===== config.mk =====
export PLATFORM = sky130hd
export DESIGN_NAME = sdram_burst_colgen
export DESIGN_NICKNAME = d
export VERILOG_FILES = /design/src/rtl/sbc_pkg.sv /design/src/rtl/sbc_cfg_decode.sv /design/src/rtl/sbc_beat_ctrl.sv /design/src/rtl/sbc_addr_gen.sv /design/src/rtl/sdram_burst_colgen.sv
export SDC_FILE = /design/constraint.sdc
export NUM_CORES = 1
export LEC_CHECK = 0
export BUFFER_PORTS_ARGS = -buffer_cell sky130_fd_sc_hd__buf_2
export CAP_MARGIN = 0
export CORE_MARGIN = 2
export CORE_UTILIZATION = 25
export CTS_BUF_LIST = sky130_fd_sc_hd__clkbuf_4 sky130_fd_sc_hd__clkbuf_8
export CTS_CLUSTER_SIZE = 10
export DETAILED_ROUTE_END_ITERATION = 16
export PLACE_DENSITY_LB_ADDON = 0.2
export SYNTH_ARGS = -nofsm -noshare
export SYNTH_HDL_FRONTEND = slang
export SYNTH_SLANG_ARGS = --single-unit

===== constraint.sdc =====
create_clock -name clk -period 3.15 [get_ports clk]
set_input_delay 0.63 -clock clk [delete_from_list [all_inputs] [get_ports clk]]
set_output_delay 0.63 -clock clk [all_outputs]
set_load 0.01 [all_outputs]

===== src/rtl/sbc_pkg.sv =====
package sbc_pkg;

  localparam int LEN_CODE_W = 3;

  typedef enum logic {
    ORDER_LINEAR = 1'b0,
    ORDER_XOR    = 1'b1
  } wrap_order_e;

  // Column for a given beat: bits outside the window mask come from base,
  // bits inside come from either a wrapped sum or an XOR with the beat.
  function automatic logic [31:0] beat_column(input logic [31:0] base,
                                              input logic [31:0] beat,
                                              input logic [31:0] win_mask,
                                              input wrap_order_e order);
    logic [31:0] inner;
    inner = (order == ORDER_XOR) ? (base ^ beat) : (base + beat);
    return (base & ~win_mask) | (inner & win_mask);
  endfunction

endpackage


===== src/rtl/sbc_cfg_decode.sv =====
module sbc_cfg_decode
  import sbc_pkg::*;
#(
  parameter int COL_W = 10
) (
  input  logic [LEN_CODE_W-1:0] len_code,
  input  logic                  ilv_req,
  output logic [COL_W-1:0]      win_mask,
  output logic                  full_page,
  output wrap_order_e           order,
  output logic                  illegal
);

  always_comb begin
    full_page = 1'b0;
    unique case (len_code)
      3'd0:    win_mask = COL_W'(0);
      3'd1:    win_mask = COL_W'(1);
      3'd2:    win_mask = COL_W'(3);
      3'd3:    win_mask = COL_W'(7);
      default: begin
        win_mask  = '1;
        full_page = 1'b1;
      end
    endcase
    illegal = full_page & ilv_req;
    order   = (ilv_req & ~full_page) ? ORDER_XOR : ORDER_LINEAR;
  end

endmodule


===== src/rtl/sbc_beat_ctrl.sv =====
module sbc_beat_ctrl #(
  parameter int COL_W = 10
) (
  input  logic             clk,
  input  logic             rst_n,
  input  logic             load,
  input  logic             halt,
  input  logic [COL_W-1:0] win_mask,
  input  logic             full_page,
  output logic             valid,
  output logic             last,
  output logic             advance,
  output logic [COL_W-1:0] beat_nxt,
  output logic [COL_W-1:0] mask_q,
  output logic             full_q
);

  logic [COL_W-1:0] beat_q;

  assign advance  = valid & ~last & ~load & ~halt;
  assign beat_nxt = beat_q + COL_W'(1);

  always_ff @(posedge clk) begin
    if (!rst_n) begin
      valid  <= 1'b0;
      last   <= 1'b0;
      beat_q <= '0;
      mask_q <= '0;
      full_q <= 1'b0;
    end else if (load) begin
      valid  <= 1'b1;
      beat_q <= '0;
      mask_q <= win_mask;
      full_q <= full_page;
      last   <= ~full_page & (win_mask == '0);
    end else if (halt) begin
      valid <= 1'b0;
      last  <= 1'b0;
    end else if (valid) begin
      if (last) begin
        valid <= 1'b0;
        last  <= 1'b0;
      end else begin
        beat_q <= beat_nxt;
        last   <= ~full_q & (beat_nxt == mask_q);
      end
    end
  end

endmodule


===== src/rtl/sbc_addr_gen.sv =====
module sbc_addr_gen
  import sbc_pkg::*;
#(
  parameter int COL_W = 10
) (
  input  logic             clk,
  input  logic             rst_n,
  input  logic             load,
  input  logic [COL_W-1:0] start_col,
  input  wrap_order_e      order,
  input  logic             advance,
  input  logic [COL_W-1:0] beat_nxt,
  input  logic [COL_W-1:0] mask_q,
  output logic [COL_W-1:0] col_addr,
  output wrap_order_e      order_q
);

  logic [COL_W-1:0] base_q;
  logic [31:0]      next_full;

  assign next_full = beat_column(32'(base_q), 32'(beat_nxt), 32'(mask_q), order_q);

  always_ff @(posedge clk) begin
    if (!rst_n) begin
      base_q   <= '0;
      order_q  <= ORDER_LINEAR;
      col_addr <= '0;
    end else if (load) begin
      base_q   <= start_col;
      order_q  <= order;
      col_addr <= start_col;
    end else if (advance) begin
      col_addr <= next_full[COL_W-1:0];
    end
  end

endmodule


===== src/rtl/sdram_burst_colgen.sv =====
module sdram_burst_colgen
  import sbc_pkg::*;
#(
  parameter int COL_W = 10
) (
  input  logic                  clk,
  input  logic                  rst_n,
  input  logic [LEN_CODE_W-1:0] cfg_len,
  input  logic                  cfg_ilv,
  input  logic                  start,
  input  logic [COL_W-1:0]      start_col,
  input  logic                  stop,
  output logic [COL_W-1:0]      col_addr,
  output logic                  col_valid,
  output logic                  col_last,
  output logic                  cfg_err
);

  logic [COL_W-1:0] win_mask;
  logic             full_page;
  wrap_order_e      order;
  logic             illegal;
  logic             advance;
  logic [COL_W-1:0] beat_nxt;
  logic [COL_W-1:0] mask_q;
  logic             full_q;
  wrap_order_e      order_q;

  // Named events for the checker
  logic load_evt;
  logic halt_evt;
  assign load_evt = start;
  assign halt_evt = stop & ~start;

  sbc_cfg_decode #(.COL_W(COL_W)) u_dec (
    .len_code (cfg_len),
    .ilv_req  (cfg_ilv),
    .win_mask (win_mask),
    .full_page(full_page),
    .order    (order),
    .illegal  (illegal)
  );

  sbc_beat_ctrl #(.COL_W(COL_W)) u_beat (
    .clk      (clk),
    .rst_n    (rst_n),
    .load     (load_evt),
    .halt     (halt_evt),
    .win_mask (win_mask),
    .full_page(full_page),
    .valid    (col_valid),
    .last     (col_last),
    .advance  (advance),
    .beat_nxt (beat_nxt),
    .mask_q   (mask_q),
    .full_q   (full_q)
  );

  sbc_addr_gen #(.COL_W(COL_W)) u_addr (
    .clk      (clk),
    .rst_n    (rst_n),
    .load     (load_evt),
    .start_col(start_col),
    .order    (order),
    .advance  (advance),
    .beat_nxt (beat_nxt),
    .mask_q   (mask_q),
    .col_addr (col_addr),
    .order_q  (order_q)
  );

  always_ff @(posedge clk) begin
    if (!rst_n)                 cfg_err <= 1'b0;
    else if (load_evt & illegal) cfg_err <= 1'b1;
  end

endmodule


# Yosys cells after proc, flatten, opt, wreduce, memory -nomap -nowiden
# Index checks and enable logic that the tools add are counted.
word_totals:
  reg_bits: 45
  latch_bits: 0
  mem_bits_rw: 0
  mem_bits_ro: 0
  inputBits: 18
  out_inout_bits: 13
  word_cells: 55
  mem_count: 0
op_classes:
  addsub: 2
  multipliers: 0
  n_div: 0
  n_lt_le_gt_ge: 0
  eq_ne: 4
  shift: 0
  muxes: 14
  n_bitwise: 19
  reduce_logical: 7
op_table:
  columns: ["cell", "count"]
  rows:
  - ["$pmux 10 s4", 1]
  - ["$mux 10", 3]
  - ["$and 10x10->10", 2]
  - ["$add 10x1->10 const B", 1]
  - ["$add 10x10->10", 1]
  - ["$eq 10x10->1", 1]
  - ["$logic_not 10->1", 1]
  - ["$mux 1", 10]
  - ["$not 10->10", 1]
  - ["$or 10x10->10", 1]
  - ["$xor 10x10->10", 1]
  - ["$and 1x1->1", 9]
  - ["$eq 3x2->1 const B", 2]
  - ["$not 1->1", 5]
  - ["$reduce_or 4->1", 1]
  - ["$eq 3x1->1 const B", 1]
  - ["$logic_not 3->1", 1]
  - ["$reduce_and 3->1", 1]
  - ["$reduce_bool 3->1", 1]
  - ["$reduce_bool 2->1", 1]
  - ["$reduce_or 2->1", 1]

# Logic depth before layout (Yosys ltp)
logic_depth:
  word_depth: 7
  ltp_mapped: 11
  depth_no_buf: 11

# Cells and area by module
# From an unflattened synthesis, not the netlist that was laid out.
unflattened:
  hier_cells: 343
  area_unflattened_um2: 2847.7
by_module_without_submodules:
  columns: ["mod", "n_inst", "cells_each", "area_each_um2", "seq_area_each_um2"]
  rows:
  - ["sbc_addr_gen", 1, 174, 1398.8, 420.4]
  - ["sbc_beat_ctrl", 1, 152, 1325.0, 460.4]
  - ["sbc_cfg_decode", 1, 13, 86.3, 0.0]
  - ["sdram_burst_colgen", 1, 4, 37.5, 20.0]

# Worst setup path before layout
# OpenSTA, ideal clock, no wires.
synth_timing:
  path_kind: "register -> register"
  start: "register u_beat.beat_q[0]"
  end: "register u_addr.col_addr[9]"
  setup_time_ns: 0.069
  t_arrival_ns: 2.407
  required_ns: 3.081
  setup_slack_ns: 0.674
  path_stages_with_launch: 12
  n_path_buf: 0
  period_less_slack_ns: 2.476
  cell_sequence: "dfxtp_1 ha_1 nand3_1 nor3_1 xor2_1 ha_1 a21oi_1 nor2_1 a41oi_1 xnor2_1 o41a_1 o21ai_1"
synth_via:
  elab_chain_cells: 7
  word_cells_on_any_way: 8
  classes_between: "add/sub: 2; mux: 3; bitwise: 3"
synth_rtl:
  columns: ["element", "line", "text"]
  rows:
  - ["from (decl)", "sbc_beat_ctrl.sv:18", "logic [COL_W-1:0] beat_q;"]
  - ["from (signal assigned)", "sbc_beat_ctrl.sv:44", "beat_q <= beat_nxt;"]
  - ["$add 10x1->10", "sbc_beat_ctrl.sv:21", "assign beat_nxt = beat_q + COL_W'(1);"]
  - ["net beat_nxt[8]", "sdram_burst_colgen.sv:24", "logic [COL_W-1:0] beat_nxt;"]
  - ["$add 10x10->10", "sbc_pkg.sv:17", "inner = (order == ORDER_XOR) ? (base ^ beat) : (base + beat);"]
  - ["$mux 10", "sbc_pkg.sv:17", null]
  - ["$and 10x10->10", "sbc_pkg.sv:18", "return (base & ~win_mask) | (inner & win_mask);"]
  - ["$or 10x10->10", "sbc_pkg.sv:18", null]
  - ["$mux 10", "sbc_addr_gen.sv:32", "end else if (advance) begin"]
  - ["$mux 10", "sbc_addr_gen.sv:28", "end else if (load) begin"]
  - ["to (signal assigned)", "sbc_addr_gen.sv:31", "col_addr <= start_col;"]
  - ["to (signal assigned)", "sbc_addr_gen.sv:33", "col_addr <= next_full[COL_W-1:0];"]
  - ["to (decl)", "sbc_addr_gen.sv:14", "output logic [COL_W-1:0] col_addr,"]
# The timed path passes the listed nets, and every way through them passes these cells. The select of a mux whose other input is x is not followed.
# A chain may end at the register's enable or synchronous reset.

# Worst setup path after layout
# Ends and elaborated chain as after synthesis.

==> results.toml <==
[timing]
rsz0062_at_grt = "no"
max_freq_mhz = 357
slew_viol_final = 0
skew_ns = 0.00834
relSlewSlack = 0.519
finalSetupViolations = 0
layout_setup_ws_ns = 0.351
fin_crit_sh = 0.889
hold_violations = 0
worst_pin_slew_ns = 0.722
setup_tns_ns = 0
timing.final.crit_period_ns = 2.80

[setup_path]
reg2reg_depth = 11
critPathBufInv = 0
critPathSlowestCell = "dfxtp_1"
path_common_cell = "ha_1"
endpoint = "u_addr.col_addr[9]$_SDFFE_PN0P_"
critPathLaunchType = "flop"
critPathKind = "reg -> reg"
worst-path-stages = 11
cp_top_family = "compound AO/OA/AOI/OAI gates"
r2r-start = "u_beat.beat_q[0]$_SDFFE_PP0P_"
rr_endpoint = "u_addr.col_addr[9]$_SDFFE_PN0P_"
crit_path_start = "u_beat.beat_q[0]$_SDFFE_PP0P_"
endpoint_kind = "flop"
reg2reg_setup_slack_ns = 0.35
path_cells = "ha_1 -> nand3_1 -> nor2_1 -> xor2_1 -> ha_1 -> o21ai_0 -> a21oi_1 -> a41oi_1 -> xnor2_1 -> o41a_1 -> o21ai_1"
crit_required_ns = 3.38
critPathMaxStageDelay_ns = 0.46
critPathArrivalTime_ns = 3.03
path_max_fanout = 6

[clock_network]
clkSinkCount = 39
cts_tree = "yes"
numCtsBuffers = 5
clk_path_buf_depth = 2
post_cts_buffers = 0
cts_resized = 0
clk_pin_slew_ns = 0.09
h-tree-depth = 2
cts-root-buf = "clkbuf_8"
cts_hold_buf = 0
insertion_delay_ns = 0.29

[floorplan]
initial_core_util = 0.254
die_w_um = 100
die_h_um = 100
io_pins = 31
row_count = 35
die-area_um2 = 10100
coreArea_um2 = 9150

[hold_path]
worstHoldStart = "u_addr.col_addr[0]$_SDFFE_PN0P_"
whs_path_depth = 2
hp-class = "reg -> reg"

[finish]
n_antenna_cell = 0
fin_nets = 331
area_growth_pct = 14.6
drive_gt1_frac = 0.169
stdcell_count = 412
design_area_um2 = 2670

[placement]
place_area_um2 = 2570
place_ws_ns = 0.376
dpl.hpwl_um = 4430
port_buffers = 30
dpl.cell_count = 404
gp_congestion = 0.832

[pwr]
peakVddDrop_uv = 175
p_sw_mw = 0.305
sw_frac_of_total = 0.291
power.internal_mw = 0.741
pwr-share-seq = 0.518
p_total_mw = 1.05
p_leak_nw = 1.11
p_clk_frac = 0.340
p_per_area_nw_per_um2 = 392
combPwrFrac = 0.142

[yosys]
synth_area_per_cell_um2 = 8.52
syn_nets = 304
synth_warnings = 0
syn_area_um2 = 2330
yosys.area.top_type = "dfxtp_1"
syn_inst = 273
synth_top_area_share = 0.335
synth.most_common_cell = "dfxtp_1"
yosysSeqAreaShare = 0.335
synth_flop_cell = "dfxtp_1"
async_reset_ff_frac = 0
netlist_top_cells_count = "39 x dfxtp_1, 35 x nor2_1, 26 x a21oi_1"
synth_edf_count = 0
synth_area_leaders = "dfxtp_1 34%, ha_1 6.5%, nor2_1 5.6%"
yosysUniqueCellTypes = 50
synth-seq-cells = 39

[global_routing]
grt_pass1_vias = 1974
met3_usage = 0.0236
antenna_found_initial = 0
grt_overflow_total = 0
grt_use_total = 0.124
grt_pass1_wl_um = 9960
grt.busiest_layer = "met2"
gr-usage-met1 = 0.166
use_met2 = 0.210
grt_max_degree = 25

[routing]
vias = 2002
ant_nets = 0
drc = 0
wl_per_cell_um = 14.1
drtIter0Drc = 66
dr.pass1.iters = 5
routed_via_density = 4.86
drt-total-wl_um = 5810

[status]
status = "completed"

[job]
cap_viol_max_count = 0
## cells in the final DEF, fill, tap and decap left out, types with 3 or more instances in the layout
master / instances
a21oi_1: 26
a31oi_1: 4
xnor2_1: 14
nand3_1: 3
xor2_1: 13
buf_4: 5
mux2i_1: 12
clkbuf_8: 5
nor2b_1: 4
a211oi_1: 4
dfxtp_1: 39
o211ai_1: 3
nand2_1: 19
o21ai_0: 14
buf_2: 30
nor2_1: 35
nand4_1: 3
a21o_1: 4
inv_1: 5
nand2b_1: 6
ha_1: 12
nor3_1: 4
## registers in the layout, indices dropped and copies added (netlist names)
| register | count |
|---|---|
| u_beat.valid | 1 |
| cfg_err | 1 |
| u_beat.mask_q | 4 |
| u_beat.full_q | 1 |
| u_addr.order_q | 1 |
| u_beat.last | 1 |
| u_beat.beat_q | 10 |
| u_addr.col_addr | 10 |
| u_addr.base_q | 10 |
## how the worst min path moves through the flow
stage	end	slack, ns
floorplan	u_beat.full_q$_SDFFE_PN0P_	0.45
global placement	u_addr.col_addr[0]$_SDFFE_PN0P_	0.44
detailed placement	u_addr.col_addr[0]$_SDFFE_PN0P_	0.45
CTS	u_addr.col_addr[0]$_SDFFE_PN0P_	0.46
global route	u_addr.col_addr[0]$_SDFFE_PN0P_	0.48
finish	u_addr.col_addr[0]$_SDFFE_PN0P_	0.45
## cell type report
class                      instances  area (µm²)
clock inverter                     3        23.8
tap                              111         139
multi-input combinational        214        1450
inverter                           5        18.8
clock buffer                       5        68.8
timing repair buffer              35         188
fill                             978        6490
sequential                        39         781
## power by group through the flow
stage               clock network [mW]  registers [mW]  logic [mW]
floorplan                            0           0.551      0.0961
detailed placement                   0           0.554       0.150
global route                     0.393           0.547       0.170
CTS                              0.372           0.543       0.151
global placement                     0           0.554       0.149
finish                           0.356           0.542       0.148
## per-layer routing
| layer | part of all wire | routed length, µm |
|---|---|---|
| met1 | 0.49 | 2820 |
| met2 | 0.47 | 2710 |
| met3 | 0.042 | 244 |
| met4 | 0.0053 | 31 |
| met5 | 0 | 0 |
## through the flow
stage	utilization	hold WS [ns]
after floorplan	-	0.451
after global placement	0.281	0.441
after detailed placement	0.281	0.445
after CTS	0.291	0.457
after global routing	0.291	0.482
final	0.291	0.451
## tightest hold or removal path: stages, from the launching register on
cell and delay, ns:
dfxtp_1 0.31, nand2_1 0.05, a21oi_1 0.05
## logic make-up after synthesis
group,count (synthesis),synth area share
AO/OA/AOI/OAI,70,0.191
XOR/XNOR,27,0.102
adder cells (fa/ha/maj),13,0.0731
multiplexers,12,0.0516
flip-flops,39,0.335
buffers and inverters,20,0.0425
AND/OR/NAND/NOR,92,0.205
(Power assumes the default switching activity.)
